===== src/rtl/rxf_pkg.sv =====
`timescale 1ns/1ps
package rxf_pkg;
  localparam int F_EMPTY = 15;
  localparam int F_WRAP  = 13;
  localparam int F_LAST  = 11;
  localparam int F_LONG  = 5;
  localparam int F_TRUNC = 0;

  typedef enum logic [3:0] {
    S_IDLE, S_RD0, S_RD1, S_RD2, S_RD3, S_DATA, S_WB, S_EN0, S_EN1, S_EN2, S_DRAIN
  } fill_state_t;

  function automatic logic [31:0] crc32_byte(input logic [31:0] c_in, input logic [7:0] b);
    logic [31:0] c;
    c = c_in ^ {24'h0, b};
    for (int i = 0; i < 8; i++) c = c[0] ? ((c >> 1) ^ 32'hEDB88320) : (c >> 1);
    return c;
  endfunction
endpackage


===== src/rtl/rxf_crc32.sv =====
`timescale 1ns/1ps
module rxf_crc32 (
  input  logic        clk,
  input  logic        rst,
  input  logic        clr,
  input  logic        en,
  input  logic [7:0]  din,
  output logic [31:0] crc_out
);
  logic [31:0] acc;
  always_ff @(posedge clk) begin
    if (rst || clr) acc <= 32'hFFFF_FFFF;
    else if (en)    acc <= rxf_pkg::crc32_byte(acc, din);
  end
  assign crc_out = ~acc;
endmodule


===== src/rtl/rxf_len.sv =====
`timescale 1ns/1ps
module rxf_len #(
  parameter int MAX_FRAME = 2032,
  parameter int CRC_BYTES = 4,
  parameter int CW        = $clog2(MAX_FRAME + 1) + 1
) (
  input  logic          clk,
  input  logic          rst,
  input  logic          clr,
  input  logic          inc,
  input  logic [15:0]   lim,
  output logic          keep,
  output logic          trunc,
  output logic          long_err,
  output logic [CW-1:0] stored
);
  localparam int PAY_MAX = MAX_FRAME - CRC_BYTES;
  logic [CW-1:0] cnt;

  always_ff @(posedge clk) begin
    if (rst || clr) cnt <= '0;
    else if (inc && cnt <= CW'(PAY_MAX)) cnt <= cnt + 1'b1;
  end

  assign keep     = cnt < CW'(PAY_MAX);
  assign trunc    = cnt > CW'(PAY_MAX);
  assign stored   = (trunc ? CW'(PAY_MAX) : cnt) + CW'(CRC_BYTES);
  assign long_err = trunc || (16'(stored) > lim);
endmodule


===== src/rtl/rx_desc_filler.sv =====
`timescale 1ns/1ps
module rx_desc_filler #(
  parameter int          AW        = 32,
  parameter int          MAX_FRAME = 2032,
  parameter logic [15:0] LIM_RESET = 16'h05EE,
  parameter logic [15:0] BUF_MASK  = 16'h07F0
) (
  input  logic          clk,
  input  logic          rst,
  input  logic          ctl_en,
  input  logic          rx_demand,
  input  logic          ring_wr,
  input  logic [AW-1:0] ring_data,
  input  logic          bufsz_wr,
  input  logic [15:0]   bufsz_data,
  input  logic          frmlim_wr,
  input  logic [15:0]   frmlim_data,
  input  logic          s_valid,
  input  logic [7:0]    s_data,
  input  logic          s_last,
  output logic          s_ready,
  output logic          rx_active,
  output logic          ev_rxb,
  output logic          ev_rxf,
  output logic          mem_req,
  output logic          mem_we,
  output logic [AW-1:0] mem_addr,
  output logic [3:0]    mem_be,
  output logic [31:0]   mem_wdata,
  input  logic [31:0]   mem_rdata
);
  import rxf_pkg::*;
  localparam int CRC_BYTES = 4;
  localparam int CW = $clog2(MAX_FRAME + 1) + 1;
  localparam logic [AW-1:0] ALIGN = {{(AW-2){1'b1}}, 2'b00};

  fill_state_t   state;
  logic          act_q, crc_phase, is_last;
  logic [1:0]    crc_idx;
  logic [AW-1:0] ring_base, desc_ptr, d_buf, byte_addr;
  logic [15:0]   bufsz, frmlim, d_flags, buf_cnt, flags_new;
  logic [31:0]   crc_val;
  logic [7:0]    crc_sel;
  logic          accept, frame_start, keep, trunc, long_err, buf_full;
  logic [CW-1:0] stored;

  assign s_ready     = (state == S_DATA && !crc_phase) || (state == S_DRAIN);
  assign accept      = s_valid && s_ready;
  assign frame_start = (state == S_IDLE) && act_q && s_valid;
  assign rx_active   = act_q;
  assign byte_addr   = d_buf + AW'(buf_cnt);
  assign buf_full    = (buf_cnt + 16'd1) == bufsz;
  assign crc_sel     = 8'(crc_val >> {~crc_idx, 3'b000});

  always_comb begin
    flags_new = d_flags;
    flags_new[F_EMPTY] = 1'b0;
    if (is_last) begin
      flags_new[F_LAST]  = 1'b1;
      flags_new[F_TRUNC] = trunc;
      flags_new[F_LONG]  = long_err;
    end
  end

  rxf_crc32 u_crc (
    .clk(clk), .rst(rst), .clr(frame_start),
    .en(accept && state == S_DATA), .din(s_data), .crc_out(crc_val)
  );

  rxf_len #(.MAX_FRAME(MAX_FRAME), .CRC_BYTES(CRC_BYTES), .CW(CW)) u_len (
    .clk(clk), .rst(rst), .clr(frame_start), .inc(accept && state == S_DATA),
    .lim(frmlim), .keep(keep), .trunc(trunc), .long_err(long_err), .stored(stored)
  );

  always_ff @(posedge clk) begin
    if (rst) begin
      state <= S_IDLE;   act_q <= 1'b0;      crc_phase <= 1'b0;  is_last <= 1'b0;
      crc_idx <= '0;     ring_base <= '0;    desc_ptr <= '0;     d_buf <= '0;
      bufsz <= BUF_MASK; frmlim <= LIM_RESET; d_flags <= '0;     buf_cnt <= '0;
      ev_rxb <= 1'b0;    ev_rxf <= 1'b0;     mem_req <= 1'b0;    mem_we <= 1'b0;
      mem_addr <= '0;    mem_be <= '0;       mem_wdata <= '0;
    end else begin
      mem_req <= 1'b0;
      mem_we  <= 1'b0;
      ev_rxb  <= 1'b0;
      ev_rxf  <= 1'b0;
      if (bufsz_wr)  bufsz  <= bufsz_data & BUF_MASK;
      if (frmlim_wr) frmlim <= frmlim_data;
      case (state)
        S_IDLE: begin
          if (ctl_en && rx_demand && !act_q) state <= S_EN0;
          else if (frame_start) begin
            crc_phase <= 1'b0;
            state     <= S_RD0;
          end
        end
        S_RD0: begin
          mem_req <= 1'b1; mem_addr <= desc_ptr; mem_be <= 4'hF;
          state   <= S_RD1;
        end
        S_RD1: begin
          mem_req <= 1'b1; mem_addr <= desc_ptr + AW'(4); mem_be <= 4'hF;
          state   <= S_RD2;
        end
        S_RD2: begin
          d_flags <= mem_rdata[31:16];
          state   <= S_RD3;
        end
        S_RD3: begin
          d_buf   <= mem_rdata[AW-1:0];
          buf_cnt <= '0;
          if (d_flags[F_EMPTY]) state <= S_DATA;
          else begin
            act_q <= 1'b0;
            state <= crc_phase ? S_IDLE : S_DRAIN;
          end
        end
        S_DATA: begin
          if (!crc_phase) begin
            if (accept) begin
              if (keep) begin
                mem_req   <= 1'b1; mem_we <= 1'b1;
                mem_addr  <= byte_addr & ALIGN;
                mem_be    <= 4'b1000 >> byte_addr[1:0];
                mem_wdata <= {4{s_data}};
                buf_cnt   <= buf_cnt + 16'd1;
                if (buf_full) begin
                  is_last <= 1'b0;
                  state   <= S_WB;
                end
              end
              if (s_last) begin
                crc_phase <= 1'b1;
                crc_idx   <= '0;
              end
            end
          end else begin
            mem_req   <= 1'b1; mem_we <= 1'b1;
            mem_addr  <= byte_addr & ALIGN;
            mem_be    <= 4'b1000 >> byte_addr[1:0];
            mem_wdata <= {4{crc_sel}};
            buf_cnt   <= buf_cnt + 16'd1;
            crc_idx   <= crc_idx + 2'd1;
            if (crc_idx == 2'd3) begin
              is_last <= 1'b1;
              state   <= S_WB;
            end else if (buf_full) begin
              is_last <= 1'b0;
              state   <= S_WB;
            end
          end
        end
        S_WB: begin
          mem_req   <= 1'b1; mem_we <= 1'b1; mem_be <= 4'hF;
          mem_addr  <= desc_ptr;
          mem_wdata <= {flags_new, buf_cnt};
          ev_rxf    <= is_last;
          ev_rxb    <= !is_last;
          desc_ptr  <= d_flags[F_WRAP] ? ring_base : desc_ptr + AW'(8);
          state     <= is_last ? S_EN0 : S_RD0;
        end
        S_EN0: begin
          mem_req <= 1'b1; mem_addr <= desc_ptr; mem_be <= 4'hF;
          state   <= S_EN1;
        end
        S_EN1: state <= S_EN2;
        S_EN2: begin
          act_q <= mem_rdata[31] && ctl_en;
          state <= S_IDLE;
        end
        S_DRAIN: if (accept && s_last) state <= S_IDLE;
        default: state <= S_IDLE;
      endcase
      if (ring_wr) begin
        ring_base <= ring_data & ALIGN;
        desc_ptr  <= ring_data & ALIGN;
      end
      if (!ctl_en) act_q <= 1'b0;
    end
  end

  // enable level low leaves receive inactive
  a_r9_ctl_off: assert property (@(posedge clk) disable iff (rst) !ctl_en |=> !rx_active);
  // a descriptor raises one kind of event only
  a_r6_one_event: assert property (@(posedge clk) disable iff (rst) !(ev_rxb && ev_rxf));
  // non-final buffers are written back full
  a_r5_full_buffer: assert property (@(posedge clk) disable iff (rst) ev_rxb |-> mem_wdata[15:0] == bufsz);
  // stored length never exceeds the frame cap
  a_r4_len_cap: assert property (@(posedge clk) disable iff (rst) ev_rxf |-> mem_wdata[15:0] <= 16'(MAX_FRAME));
  // written-back descriptor is a word write with empty cleared
  a_r2_empty_clear: assert property (@(posedge clk) disable iff (rst)
    (ev_rxb || ev_rxf) |-> (mem_req && mem_we && mem_be == 4'hF && !mem_wdata[31]));
  // discarding a frame tail only happens with receive inactive
  a_r12_drain_inactive: assert property (@(posedge clk) disable iff (rst) (state == S_DRAIN) |-> !rx_active);
endmodule


===== config.mk =====
export PLATFORM = sky130hd
export DESIGN_NAME = rx_desc_filler
export DESIGN_NICKNAME = d
export VERILOG_FILES = /design/src/rtl/rxf_pkg.sv /design/src/rtl/rxf_crc32.sv /design/src/rtl/rxf_len.sv /design/src/rtl/rx_desc_filler.sv
export SDC_FILE = /design/constraint.sdc
export NUM_CORES = 1
export LEC_CHECK = 0
export BUFFER_PORTS_ARGS = -buffer_cell sky130_fd_sc_hd__buf_2
export CAP_MARGIN = 10
export CORE_ASPECT_RATIO = 1.4
export CORE_UTILIZATION = 52
export CTS_CLUSTER_DIAMETER = 200
export DETAILED_ROUTE_END_ITERATION = 8
export PLACE_DENSITY = 0.79
export SLEW_MARGIN = 20
export SYNTH_ARGS = -nofsm -noshare
export SYNTH_HDL_FRONTEND = slang
export SYNTH_SLANG_ARGS = --single-unit

===== constraint.sdc =====
create_clock -name clk -period 2.45 [get_ports clk]
set_input_delay 0.49 -clock clk [delete_from_list [all_inputs] [get_ports clk]]
set_output_delay 0.49 -clock clk [all_outputs]
set_load 0.02 [all_outputs]

* Word level (Yosys, flattened, before mapping)
Cells that the tools add are included.
** Storage, ports and cells
- Register bits :: 274
- Output and inout bits :: 74
- Bits of input ports :: 113
- Word-level logic and storage cells :: 172
** Operators by class
- Add/subtract/negate cells :: 7
- Bitwise gates (word level) :: 13
- Mux-type cells :: 64
- Eq/ne operators :: 19
- Reduce and logical (&&, ||, !) cells :: 41
- Shift operators :: 2
- Magnitude comparators :: 4
** Operator list (count)
- 2-to-1 mux 32 bit :: 17
- inverter 13 -> 14 bit :: 8
- case mux 32 bit (3 select lines) :: 1
- case mux 32 bit (2 select lines) :: 1
- 2-to-1 mux 4 bit :: 13
- 2-to-1 mux 16 bit :: 3
- case mux 4 bit (10 select lines) :: 1
- adder 32 x 16 -> 32 bit :: 1
- adder 32 x 3 -> 32 bit, second input constant :: 1
- adder 32 x 4 -> 32 bit, second input constant :: 1
- inverter 32 bit :: 1
- case mux 16 bit (2 select lines) :: 1
- >> shifter 32 x 5 -> 8 bit :: 1
- XOR 32 x 8 -> 32 bit :: 1
- AND reduction 3 bit :: 7
- nonzero test 2 bit :: 9
- 2-to-1 mux 1 bit :: 17
- adder 16 x 1 -> 16 bit, second input constant :: 1
- equality test 16 x 11 -> 1 bit :: 1
- equality test 4 x 3 -> 1 bit, second input constant :: 4
- > comparator 12 x 16 -> 1 bit :: 1
- adder 12 x 1 -> 12 bit, second input constant :: 1
- adder 12 x 3 -> 12 bit, second input constant :: 1
- equality test 4 bit, second input constant :: 3
- 29 further kinds :: 54

* Longest topological paths before layout
- Depth after elaboration :: 17
- Depth in mapped cells :: 14
- Depth with buffers taken out :: 14

* By module
Synthesis repeated with hierarchy kept, for this count alone.
** Second synthesis, totals
- Cells, all modules :: 1867
- Area, all modules :: 15173.3 um^2
** By module, submodules not included
- rx_desc_filler :: area each 12042.8 um^2, cells an instance 1512, sequential area each 4604.4 um^2, times used 1
- rxf_crc32 :: area each 2011.9 um^2, cells an instance 210, sequential area each 640.6 um^2, times used 1
- rxf_len :: area each 1118.6 um^2, cells an instance 145, sequential area each 240.2 um^2, times used 1

* Worst setup path after synthesis
OpenSTA, ideal clock, no wires.
- Path kind :: register to register
- Start point :: reg buf_cnt[0]
- End point :: reg mem_addr[18]
- Required time :: 2.322 ns
- Path buffers :: 1
- Arrival :: 2.529 ns
- Stages on the path, launching flop included :: 12
- Setup slack :: -0.207 ns
- Clock period less this slack :: 2.657 ns
- Library setup time :: 0.128 ns
- Cells stage by stage :: dfxtp_1 -> ha_1 -> fa_1 -> a211oi_1 -> o211ai_2 -> a31oi_1 -> o31ai_2 -> and2_0 -> buf_2 -> xor2_1 -> a222oi_1 -> nor2_1
** Between the ends
- Longest elaborated chain between the ends :: 5
** RTL lines
- from (decl) :: line rx_desc_filler.sv:41 : logic [15:0] bufsz, frmlim, d_flags, buf_cnt, flags_new;
- from (signal assigned) :: line rx_desc_filler.sv:126 : buf_cnt <= buf_cnt + 16'd1;
- from (signal assigned) :: line rx_desc_filler.sv:142 : buf_cnt <= buf_cnt + 16'd1;
- adder 32 x 16 -> 32 bit * :: line rx_desc_filler.sv:51 : assign byte_addr = d_buf + AW'(buf_cnt);
- 2-to-1 mux 32 bit :: line rx_desc_filler.sv:121 : if (keep) begin
- 2-to-1 mux 32 bit :: line rx_desc_filler.sv:120 : if (accept) begin
- 2-to-1 mux 32 bit * :: line rx_desc_filler.sv:119 : if (!crc_phase) begin
- case mux 32 bit (3 select lines) * :: line rx_desc_filler.sv:89 : case (state)
- to (signal assigned) :: line rx_desc_filler.sv:123 : mem_addr <= byte_addr & ALIGN;
- to (signal assigned) :: line rx_desc_filler.sv:139 : mem_addr <= byte_addr & ALIGN;
- to (signal assigned) :: line rx_desc_filler.sv:155 : mem_addr <= desc_ptr;
- to (decl) :: line rx_desc_filler.sv:27 : output logic [AW-1:0] mem_addr,
Mark *: on every way between the ends. The rest lies on a longest branch, timed or not. The select of a mux whose other input is x is not followed.
A chain may end at the register's enable or synchronous reset.

* Final worst setup path
- Start point :: reg u_len.cnt[1]
- End point :: reg mem_wdata[21]
** Between the ends
- Longest elaborated chain between the ends :: 7
- Elaborated cells on any way between the ends :: 10
- Classes of those cells :: add/sub: 1; order compare: 3; eq/ne: 1; mux: 3; reduce/logical: 2
** RTL lines
- from (decl) :: line rxf_len.sv:18 : logic [CW-1:0] cnt;
- from (signal assigned) :: line rxf_len.sv:22 : else if (inc && cnt <= CW'(PAY_MAX)) cnt <= cnt + 1'b1;
- > comparator 12 x 11 -> 1 bit :: line rxf_len.sv:26 : assign trunc = cnt > CW'(PAY_MAX);
- 2-to-1 mux 12 bit :: line rxf_len.sv:27 : assign stored = (trunc ? CW'(PAY_MAX) : cnt) + CW'(CRC_BYTES);
- adder 12 x 3 -> 12 bit :: line rxf_len.sv:27
- > comparator 12 x 16 -> 1 bit :: line rxf_len.sv:28 : assign long_err = trunc || (16'(stored) > lim);
- logical OR 1 bit :: line rxf_len.sv:28
- 2-to-1 mux 1 bit :: line rx_desc_filler.sv:58 : if (is_last) begin
- case mux 32 bit (2 select lines) :: line rx_desc_filler.sv:89
- to (signal assigned) :: line rx_desc_filler.sv:125 : mem_wdata <= {4{s_data}};
- to (signal assigned) :: line rx_desc_filler.sv:141 : mem_wdata <= {4{crc_sel}};
- to (signal assigned) :: line rx_desc_filler.sv:156 : mem_wdata <= {flags_new, buf_cnt};
- to (decl) :: line rx_desc_filler.sv:29 : output logic [31:0] mem_wdata,
Parallel ways exist; a longest one is shown, timed or not.

==> impl_results.md <==
* Outcome: finished with violations
* Failing checks: setup timing
* Overflow after GRT at 0
* # DRC at 0
* Library cells used by synthesis at 86
* Max Slew Vio Count at 0
* Starting Density at 0.532
* Final min period at 2.49 ns
* Max IR drop VDD at 0.000690 V
* Crit-path max cell delay at 0.33 ns
* Ant. Diodes at 0
* R2R cell count at 15
* Clock-pin slew on the worst setup and hold paths at approximately 0.06 ns
* Setup slack after layout at -0.0421 ns
* Clock Sinks at between 200 and 300
* Finished Cell Area at approximately 0.018 sq mm
* R2r setup slk at -0.04 ns
* Crit Path Class: register to register
* Clock latency on the worst-skew pair at between 0.5 and 0.6 ns
* Net Count, Synth at ~2000
* Root Buffer Master: clkbuf_16
* Register area at 0.00551 sq mm
* Inserted Clock Buffers at 27
* Worst R2R Start: u_len.cnt[1]
* Synth warn at 0
* Setup crit start kind: register
* P&R area growth vs syn at 23.1%
* Slowest library cell on the worst path: dfxtp_2
* CTS tree: yes
* Total number of vias at 14700
* Hold WC Path Type: input port to register
* Crit path max fanout at 2
* Core Area at between 0.02 and 0.03 sq mm
* LEAKAGE at ~7.5 nW
* Initial antenna violation count at 0
* Main flop type after synthesis: dfxtp_1
* Min-delay src: bufsz_data[7]
* Routed met2 length at between 20 and 25 mm
* Final setup vio count at 3
* Fin nets at around 2200
* Share of cells above drive strength 1 at 0.227
* HPWL after DPL at about 31 mm
* Hold EP: bufsz[7]
* Vias in the first global route at around 14000
* Hold Path Depth at 3
* Post-synth EDFFs at 0
* Final Hold Viols at 0
* Arrival time at the worst endpoint at 2.93 ns
* Pwr per Cell Area at 705 mW/mm^2
* Final wirelength at 45.3 mm
* Routed len/inst at around 18 um
* Max_cap viols at 0
* First-pass GRT wire length at about 70 mm
* Least-Margin Pin Slew at between 0.9 and 1 ns
* GP Congestion at about 0.94
* Die area at a little under 0.03 sq mm
* Die Width at around 140 um
* Max_slew headroom at 0.387
* Util after Layout at 0.655
* Multi-input logic area at between 0.009 and 0.01 sq mm
* I/O pin count at about 190
* Seq/Total Area, Yosys at 0.372
* M1 WL at between 15 and 20 mm
* Synthesized cell area at 0.0148 sq mm
* Most common cell after layout, fill and taps aside: dfxtp_1
* Dpl cells at approximately 2400
* Port Buf Inserts at about 180
* Worst path required time at between 2 and 3 ns
* Largest net degree at the start of global routing at about 110
* Cells along the critical path: inv_2, ha_4, o21bai_4, buf_6, a21o_1, nor2_2, ha_1, nor2b_1, o21a_1, o21a_1, o211ai_1, a21boi_1, o211ai_1, a211o_1, nand2_1
* R2R Path End: mem_wdata[21]
* Fraction of registers with async set or reset after synthesis at 0
* Via density at 5.97
* Initial DRT Pass Iterations at 7
* Seq cells post-synth at roughly 270
* Row Count at between 70 and 80
* Max Used Layer: met4
* Clock buffer depth at 3
* Setup Skew at about 0.034 ns
* Crit. End Element: register
* Final worst-path cycle share at 1.02
* DRT iter0 DRCs at 1193
* Synth Instances at around 1900
* All-Layer GR Usage at 0.300
* Fin cells at 2463
* Routed wl met3 at approximately 3 mm
* Syn Area/Cell at about 8 sq um
* Fillers at 2317
* Pwr Total at 0.0128 W
* Unrepaired setup endpoints after global routing: true
* Placed cell area at ~0.017 sq mm
* Chip height at 201 um
* Commonest cells after routing, fill and taps aside: dfxtp_1 (262), nand2_1 (249), a21oi_1 (194)
* H-tree Lvls at 1
* Antenna Nets Post-Route at 0
* Fmax at 401 MHz
* Placement Setup Slack at -0.128 ns
[repair_timing]
action | CTS | global route
buffers inserted | 5 | 10
setup endpoints to repair | 24 | 49
pin swaps | 19 | 33
cloned | 0 | 2
hold buffers | 0 | 0
resized for setup | 28 | 67
[state kept, by name, indices dropped and copies added (netlist names), 2 cells and up]
signal	flops
bufsz	7
d_flags	16
mem_wdata	32
d_buf	32
buf_cnt	16
state	4
crc_idx	2
mem_addr	32
frmlim	16
u_crc.acc	32
desc_ptr	32
u_len.cnt	12
mem_be	4
ring_base	30
[stage by stage]
stage          TNS, ns  hold WS (ns)
6_report        -0.120         0.138
5_1_grt          -1.13         0.152
4_1_cts        -0.0997         0.129
3_5_place_dp     -1.61         0.449
3_3_place_gp    -0.754         0.442
2_1_floorplan        0         0.429
[routing by layer]
layer | GRT usage | vias up
met1 | 0.360 | 6922
li1 | - | 6975
met5 | 0 | -
met4 | 0.180 | 0
met2 | 0.503 | 641
met3 | 0.0400 | 156
[cells by family (layout without fill, tap and decap cells)]
group                    count (synthesis)  after routing  share of synthesized area
AND/OR/NAND/NOR                        680            681                      0.213
flip-flops                             274            274                      0.372
buffers and inverters                  164            401                     0.0439
multiplexers                            51             51                     0.0414
other                                    1              1                   0.000254
adder cells (fa/ha/maj)                 36             36                     0.0310
XOR/XNOR                               144            144                     0.0885
AO/OA/AOI/OAI                          505            505                      0.210
[cells in the mapped netlist (all sizes together) (8+ instances only)]
cell,number,area share
a211oi,29,0.015
xor2,58,0.034
inv,25,0.0064
nand2b,32,0.014
nor3,27,0.011
and2,17,0.0072
nand2,252,0.064
dfxtp,274,0.37
o211ai,55,0.028
mux4,8,0.012
xnor2,86,0.054
nor4,8,0.0044
a31oi,21,0.0089
mux2i,43,0.029
a22oi,11,0.0056
or3,14,0.0059
a21o,10,0.0051
o31ai,9,0.0049
nand3,47,0.016
and3,31,0.013
nand4,28,0.013
nor2,200,0.052
ha,35,0.030
clkbuf,112,0.029
o22ai,16,0.0068
buf,25,0.0082
o21a,8,0.0041
a21oi,200,0.068
o21ai,97,0.033
[layout make-up]
type	count	share of cell area
Sequential cell	274	0.303
Multi-Input combinational cell	1418	0.497
Timing Repair Buffer	325	0.118
Clock inverter	12	0.00833
Inverter	27	0.00558
Clock buffer	37	0.0426
Tap cell	370	0.0255
[where the power goes]
| part | internal, W | switching [W] | total (W) |
|---|---|---|---|
| sequential | 0.00482 | 0.000291 | 0.00511 |
| combinational | 0.00130 | 0.00203 | 0.00333 |
| clock | 0.00253 | 0.00185 | 0.00437 |
| total | 0.00865 | 0.00416 | 0.0128 |
[worst max-delay path, delay by kind of cell, from the launching register on]
kind	cells	cell delay, ns
compound gates	8	1.21
fa+ha+maj	2	0.43
flops	1	0.33
simple gates	3	0.24
buf+inv	2	0.17
[how the worst max path moves through the flow]
stage | from | endpoint | slack (ns) | depth (start not counted)
after floorplan | buf_cnt[0] | mem_addr[18] | 0.002 | 11
after global placement | u_len.cnt[2] | mem_wdata[4] | -0.07 | 8
after detailed placement | u_len.cnt[2] | mem_wdata[11] | -0.13 | 8
after CTS | u_len.cnt[0] | mem_wdata[21] | -0.05 | 15
after global routing | u_len.cnt[1] | mem_wdata[21] | -0.21 | 15
final | u_len.cnt[1] | mem_wdata[21] | -0.04 | 15
Note: power is estimated with default switching activity, not from simulation.
